### src/rtl/trig_pkg.sv
package trig_pkg;
  localparam int NUM_PAIRS = 5;
  localparam int NUM_TRIG  = 2 * NUM_PAIRS;
  localparam int IDX_W     = $clog2(NUM_TRIG);
  localparam int DATA_W    = 64;

  typedef enum logic [1:0] {KIND_FETCH, KIND_STORE, KIND_LOAD} kind_e;

  typedef struct packed {
    logic              enable;
    logic [1:0]        matchType;
    logic              selData;
    logic              timing;
    logic              chain;
    logic [DATA_W-1:0] tdata;
  } trig_cfg_t;

  // strobes from control to datapath
  typedef struct packed {
    logic [NUM_TRIG-1:0] load;
    logic                squash;
    trig_cfg_t           fields;
  } ctl_strobe_t;

  // fixed pair layout: (F,F) (S,S) (L,L) (F,S) (F,L)
  function automatic kind_e trigKind(input int t);
    case (t)
      0, 1, 6, 8: trigKind = KIND_FETCH;
      2, 3, 7:    trigKind = KIND_STORE;
      default:    trigKind = KIND_LOAD;
    endcase
  endfunction

  function automatic logic cmpMatch(input logic [1:0] code,
                                    input logic [DATA_W-1:0] v,
                                    input logic [DATA_W-1:0] c);
    case (code)
      2'd0:    cmpMatch = (v == c);
      2'd2:    cmpMatch = (v >= c);
      2'd3:    cmpMatch = (v < c);
      default: cmpMatch = 1'b0;
    endcase
  endfunction
endpackage

### src/rtl/trig_ctrl.sv
module trig_ctrl
  import trig_pkg::*;
(
  input  logic             wrValid,
  input  logic [IDX_W-1:0] wrIdx,
  input  trig_cfg_t        wrFields,
  input  logic             clear,
  output ctl_strobe_t      strobe
);
  always_comb begin
    strobe.fields = wrFields;
    strobe.squash = clear;
    for (int t = 0; t < NUM_TRIG; t++) begin
      strobe.load[t] = wrValid && (wrIdx == IDX_W'(t));
    end
  end
endmodule

### src/rtl/trig_datapath.sv
module trig_datapath
  import trig_pkg::*;
(
  input  logic              clk,
  input  logic              rstN,
  input  ctl_strobe_t       strobe,
  input  logic              fetchValid,
  input  logic [DATA_W-1:0] fetchAddr,
  input  logic              loadValid,
  input  logic [DATA_W-1:0] loadAddr,
  input  logic              storeValid,
  input  logic [DATA_W-1:0] storeAddr,
  input  logic [DATA_W-1:0] storeData,
  output logic [NUM_TRIG-1:0] hitVec,
  output logic              anyHit,
  output logic              trapNext
);
  trig_cfg_t           cfgQ [NUM_TRIG];
  logic [NUM_TRIG-1:0] raw;
  logic [NUM_TRIG-1:0] timVec;
  logic [NUM_TRIG-1:0] fire;

  for (genvar t = 0; t < NUM_TRIG; t++) begin : g_trig
    localparam kind_e KIND = trigKind(t);
    logic [DATA_W-1:0] operand;
    logic              classOk;

    always_ff @(posedge clk) begin
      if (!rstN) cfgQ[t] <= '0;
      else if (strobe.load[t]) cfgQ[t] <= strobe.fields;
    end

    if (KIND == KIND_FETCH) begin : g_fetch
      assign operand = fetchAddr;
      assign classOk = fetchValid;
    end else if (KIND == KIND_STORE) begin : g_store
      assign operand = cfgQ[t].selData ? storeData : storeAddr;
      assign classOk = storeValid;
    end else begin : g_load
      assign operand = loadAddr;
      assign classOk = loadValid && !cfgQ[t].selData;
    end

    assign raw[t]    = cfgQ[t].enable && classOk &&
                       cmpMatch(cfgQ[t].matchType, operand, cfgQ[t].tdata);
    assign timVec[t] = cfgQ[t].timing;
  end

  for (genvar g = 0; g < NUM_PAIRS; g++) begin : g_pair
    localparam bit NO_CHAIN = (trigKind(2*g) == KIND_STORE) &&
                              (trigKind(2*g+1) == KIND_STORE);
    logic chained;
    logic both;
    assign chained = cfgQ[2*g].chain && !NO_CHAIN;
    assign both    = raw[2*g] && raw[2*g+1] && (timVec[2*g] == timVec[2*g+1]);
    assign fire[2*g]   = chained ? both : raw[2*g];
    assign fire[2*g+1] = chained ? both : raw[2*g+1];
  end

  assign hitVec   = strobe.squash ? '0 : fire;
  assign anyHit   = |hitVec;
  assign trapNext = anyHit && !(|(hitVec & ~timVec));
endmodule

### src/rtl/trig_match_unit.sv
module trig_match_unit
  import trig_pkg::*;
(
  input  logic              clk,
  input  logic              rstN,
  input  logic              wrValid,
  input  logic [IDX_W-1:0]  wrIdx,
  input  logic              wrEnable,
  input  logic [1:0]        wrMatch,
  input  logic              wrSelData,
  input  logic              wrTiming,
  input  logic              wrChain,
  input  logic [DATA_W-1:0] wrTdata,
  input  logic              fetchValid,
  input  logic [DATA_W-1:0] fetchAddr,
  input  logic              loadValid,
  input  logic [DATA_W-1:0] loadAddr,
  input  logic              storeValid,
  input  logic [DATA_W-1:0] storeAddr,
  input  logic [DATA_W-1:0] storeData,
  input  logic              clear,
  output logic [NUM_TRIG-1:0] hitVec,
  output logic              anyHit,
  output logic              trapNext
);
  trig_cfg_t   wrFields;
  ctl_strobe_t strobe;

  assign wrFields = '{enable: wrEnable, matchType: wrMatch, selData: wrSelData,
                      timing: wrTiming, chain: wrChain, tdata: wrTdata};

  trig_ctrl u_ctrl (
    .wrValid (wrValid),
    .wrIdx   (wrIdx),
    .wrFields(wrFields),
    .clear   (clear),
    .strobe  (strobe)
  );

  trig_datapath u_dp (
    .clk       (clk),
    .rstN      (rstN),
    .strobe    (strobe),
    .fetchValid(fetchValid),
    .fetchAddr (fetchAddr),
    .loadValid (loadValid),
    .loadAddr  (loadAddr),
    .storeValid(storeValid),
    .storeAddr (storeAddr),
    .storeData (storeData),
    .hitVec    (hitVec),
    .anyHit    (anyHit),
    .trapNext  (trapNext)
  );
endmodule

### config.mk
export PLATFORM = sky130hd
export DESIGN_NAME = trig_match_unit
export DESIGN_NICKNAME = d
export VERILOG_FILES = /design/src/rtl/trig_pkg.sv /design/src/rtl/trig_ctrl.sv /design/src/rtl/trig_datapath.sv /design/src/rtl/trig_match_unit.sv
export SDC_FILE = /design/constraint.sdc
export NUM_CORES = 2
export LEC_CHECK = 0
export ABC_AREA = 1
export CAP_MARGIN = 20
export CORE_UTILIZATION = 55
export DETAILED_ROUTE_END_ITERATION = 12
export DONT_BUFFER_PORTS = 1
export PLACE_DENSITY = 0.72
export SLEW_MARGIN = 30
export SYNTH_ARGS = -nofsm -noshare
export SYNTH_HDL_FRONTEND = slang
export SYNTH_SLANG_ARGS = --single-unit
### constraint.sdc
create_clock -name clk -period 16.9 [get_ports clk]
set_clock_uncertainty 0.15 [all_clocks]
set_input_delay 1.69 -clock clk [delete_from_list [all_inputs] [get_ports clk]]
set_output_delay 1.69 -clock clk [all_outputs]
set_load 0.01 [all_outputs]
**After elaboration in Yosys (flattened, before gate mapping)**

Memories as Yosys holds them, arrays and structs flattened.
Cells that the tools add are included.

- Memories: 1
- Flip-flop bits (word level): 0
- Output and inout port bits: 12
- RAM bits: 700
- Logic and storage cells: 198
- Input port bits: 337

Memories:

| name | words | width | read ports | clocked after Yosys merged registers in | write ports | line | text |
|---|---|---|---|---|---|---|---|
| u_dp.cfgQ | 10 | 70 | 10 | 0 | 10 | trig_datapath.sv:18 | `trig_cfg_t cfgQ [NUM_TRIG];` |

- Multiplexer cells: 63
- Equal/unequal tests: 43
- Magnitude comparators: 20
- Reductions and logical operators: 59
- Bitwise gates (word level): 12

Operators by type and width:

| operator | number |
|---|---|
| 70-bit two-way mux | 10 |
| 64-bit == test | 10 |
| 64-bit >= comparator | 10 |
| 64-bit less-than comparator | 10 |
| 64-bit two-way mux | 3 |
| 1-bit logical AND | 42 |
| 2-bit == test (second input constant) | 20 |
| 1-bit two-way mux | 39 |
| 1-bit one-hot mux with 3 select lines | 10 |
| 2-bit logical NOT | 10 |
| 10-bit OR reduction | 2 |
| 4-bit by 3-bit == test with 1-bit output (second input constant) | 4 |
| 10-bit AND | 1 |
| 10-bit two-way mux | 1 |
| 10-bit NOT | 1 |
| 1-bit bitwise OR | 10 |
| 4-bit by 2-bit == test with 1-bit output (second input constant) | 2 |
| 4-bit == test (second input constant) | 2 |
| 1-bit == test | 4 |
| 4-bit by 1-bit == test with 1-bit output (second input constant) | 1 |
| 1-bit logical NOT | 4 |
| 4-bit logical NOT | 1 |

**Logic depth before layout (Yosys ltp)**

An unclocked memory read counts as a cell.

- Depth after elaboration: 13
- Gate-level depth with buffers: 29
- Depth with buffers taken out: 28

**Modules after synthesis**

From an unflattened synthesis, not the netlist that was laid out.

- Cells, all modules: 5049
- Area total of the unflattened synthesis: 44426.4 um^2

By module, submodules not included:

| module | sequential area each (um^2) | cells each | area an instance (um^2) | times used |
|---|---|---|---|---|
| trig_datapath | 20719.9 | 4956 | 43808.3 | 1 |
| trig_ctrl | 0.0 | 93 | 618.1 | 1 |

**Worst setup path before layout**

OpenSTA, ideal clock, no wires.

- Path kind: input port to flip-flop
- Start: input wrIdx[1]
- End: memory u_dp.cfgQ[2][0] (netlist bit) (enable)
- Path buffers: 1
- Required time: 16.155 ns
- Path slack: 9.113 ns
- Library setup time: 0.595 ns
- Stages on the path: 4
- Data arrival time: 7.041 ns
- Cells stage by stage: clkbuf_1 -> nor2_1 -> inv_1 -> o21ai_0

RTL lines:

| element | line | text |
|---|---|---|
| from (decl) | trig_match_unit.sv:7 | `input logic [IDX_W-1:0] wrIdx,` |
| to (decl) | trig_datapath.sv:18 |  |

==> impl_metrics.env <==
export IMPL_required_ns=15.06
export IMPL_vias=33100
export IMPL_synth_async_sr_flop_share=0
export IMPL_max_stage_delay_ns=0.67
export IMPL_slowest_stage="nor3_1"
export IMPL_start_kind="flop"
export IMPL_dpl_cell_count=5978
export IMPL_cts_buffers_inserted=79
export IMPL_ys_seq_area_frac=0.471
export IMPL_grt_pass1_vias=32200
export IMPL_fp_dieW_um=285
export IMPL_cts_hold_buffers=0
export IMPL_slew_limit_headroom=0.347
export IMPL_powerDensity_nw_per_um2=90.7
export IMPL_min_to="u_dp.cfgQ[4][64]"
export IMPL_synth_edff_count=690
export IMPL_largest_reg_flops=690
export IMPL_start_util=0.557
export IMPL_ys_dominant_reg_cell="edfxtp_1"
export IMPL_netlist_instances=5016
export IMPL_ys_ff_latch=690
export IMPL_drtIter0Drc=2277
export IMPL_grt_start_max_net_pins=81
export IMPL_rsz0062_at_grt="no"
export IMPL_finalSetupViolations=0
export IMPL_grt_use_total=0.291
export IMPL_final_seq_area_um2=20700
export IMPL_cts_root_buf="clkbuf_16"
export IMPL_wire_per_inst_um=19.4
export IMPL_top_regs="u_dp.cfgQ (690)"
export IMPL_post_cts_resized=0
export IMPL_yosys_area_top_type_share=0.471
export IMPL_final_min_clock_period_ns=7.05
export IMPL_path_clk_slew_ns=0.06
export IMPL_layout_worst_path_cycle_share=0.417
export IMPL_power_mw=4.35
export IMPL_h_tree_depth=3
export IMPL_crit_top_cell="nand2_1"
export IMPL_drc=0
export IMPL_drt_total_wl_um=119000
export IMPL_first_pass_iters=5
export IMPL_min_from="wrChain"
export IMPL_hold_depth=2
export IMPL_ir_worst_vdd_v=0.0000637
export IMPL_fillers=6684
export IMPL_top_register="u_dp.cfgQ"
export IMPL_worstSetupPathType="flop to output pin"
export IMPL_cts_buffer_depth=3
export IMPL_status="complete, no violations"
export IMPL_portBuffers=0
export IMPL_antenna_found_initial=6
export IMPL_cp_end_kind="output pin"
export IMPL_fin_cells=6121
export IMPL_synth_area_leader_cell="edfxtp_1"
export IMPL_clock_sinks=690
export IMPL_synth_area_top_cells="edfxtp_1 (47%), ha_1 (18%), nor2_1 (7.7%)"
export IMPL_syn_area_um2=44000
export IMPL_die_area_um2=81100
export IMPL_via_per_inst=5.41
export IMPL_crit_chain="buf_4 > buf_4 > o21ai_0 > ha_1 > nand2_1 > nor2_1 > nand2_1 > nor3_1 > nand3b_1 > or3_1 > nand3_1 > nand2_1 > nand2_1 > inv_1 > nand2_1 > nor2_1 > nand3_2 > nand2_2 > nor2_2"
export IMPL_cap_viol_max_count=0
export IMPL_grt_pass1_wl_um=179000
export IMPL_io_pins=349
export IMPL_rows=103
export IMPL_postCtsSetupRepairBufs=0
export IMPL_synthToLayoutAreaGrowth_pct=8.98
export IMPL_crit_arrival_ns=5.21
export IMPL_hpwl_um=87700
export IMPL_drive_above_1_share=0.0367
export IMPL_p_leak_nw=23.1
export IMPL_fin_setup_tns_ns=0
export IMPL_path_max_fanout=64
export IMPL_synth_distinct_cells=32
export IMPL_hold_viol_final=0
export IMPL_maxSlewViolCount=0
export IMPL_synth_area_per_cell_um2=8.77
export IMPL_coreArea_um2=79000
export IMPL_die_y_um=285
export IMPL_hold_path_class="input port to flop"
export IMPL_tightestPinTransition_ns=0.980
export IMPL_yosysWarningCount=0
export IMPL_crit_buf_inv=3
export IMPL_num_nets_final=5988
export IMPL_multi_input_comb_area_um2=19400
export IMPL_cts_tree="built"
export IMPL_synth_fp_nets=5993
export IMPL_fmaxAchievable_mhz=142
export IMPL_final_antenna_net_count=0
export IMPL_cp_top_family="simple AND/OR/NAND/NOR gates"
export IMPL_place_congestion=0.928
export IMPL_grt_ovfl_total=0
## metrics by stage
| stage | utilization | area [um2] | hold slack (ns) | setup slack [ns] |
|---|---|---|---|---|
| after global routing | 0.607 | 47900 | 1.23 | 9.42 |
| after global placement | 0.572 | 45200 | 1.84 | 10.34 |
| after CTS | 0.606 | 47800 | 1.18 | 9.82 |
| after detailed placement | 0.574 | 45300 | 1.84 | 10.27 |
| final | 0.607 | 47900 | 1.22 | 9.85 |
| after floorplan | - | 44000 | 1.78 | 9.11 |
## Yosys cell counts, types with 2 or more instances
library cell	n
nand3_1	77
ha_1	640
xnor2_1	3
inv_1	887
or2_1	4
a21o_1	17
o21ai_0	274
nand3b_1	9
nand3_2	7
edfxtp_1	690
clkinv_1	68
nor2_2	6
nand4_1	61
o21bai_1	10
nor3_1	25
nand2_1	863
o21a_1	25
a21oi_1	297
nor3_2	4
buf_1	2
inv_2	6
or3_1	7
clkbuf_1	113
nand2_2	6
nor3b_1	3
and3_1	2
nor2_1	905
## logic make-up after synthesis
| kind of cell | synth area share |
|---|---|
| xor gates and xnor gates | 0.000598 |
| and+or+nand+nor | 0.180 |
| AOI/OAI and AO/OA | 0.0740 |
| DFF | 0.471 |
| adders and majority gates | 0.182 |
| buffers and inverters | 0.0918 |
## cell usage in the layout (no fill, tap or decap), types with 9 or more instances in the layout
cell / netlist / routed
a21o_1: 17 / 17
a21oi_1: 297 / 297
buf_4: 0 / 20
clkbuf_1: 113 / 12
clkbuf_16: 0 / 82
clkinv_1: 68 / 88
clkinv_2: 0 / 10
edfxtp_1: 690 / 690
ha_1: 640 / 640
inv_1: 887 / 887
nand2_1: 863 / 857
nand3_1: 77 / 73
nand3b_1: 9 / 9
nand4_1: 61 / 61
nor2_1: 905 / 905
nor3_1: 25 / 23
o21a_1: 25 / 25
o21ai_0: 274 / 266
o21bai_1: 10 / 10
## worst max path at each step
stage / startpoint / end / slack (ns) / cells past startpoint
CTS: u_dp.cfgQ[1][66] / trapNext / 9.82 / 19
detailed placement: storeAddr[31] / trapNext / 10.27 / 18
finish: u_dp.cfgQ[1][66] / trapNext / 9.85 / 19
global placement: storeAddr[31] / trapNext / 10.34 / 18
floorplan: wrIdx[1] / u_dp.cfgQ[2][0] / 9.11 / 4
global route: u_dp.cfgQ[1][66] / trapNext / 9.42 / 19
## cell type report
cell class,count,area share
Multi-Input combinational cell,3250,0.405
Clock buffer,94,0.0438
Tap cell,1050,0.0274
Clock inverter,43,0.00864
Sequential cell,690,0.432
Antenna cell,4,0.000209
Timing Repair Buffer,29,0.00700
Inverter,961,0.0753
## report_power, final
part,internal [mW],switching (mW)
Combinational,0.213,0.413
Clock,1.00,0.702
Sequential,1.99,0.0288
## layer usage
layer	GRT usage	vias up	wire length (um)
met5	0	-	42
met4	0.127	6	4830
met3	0.0561	244	9270
met2	0.489	1077	55800
met1	0.365	15500	48600
li1	-	16300	-
Note: power is estimated with default switching activity, not from simulation.
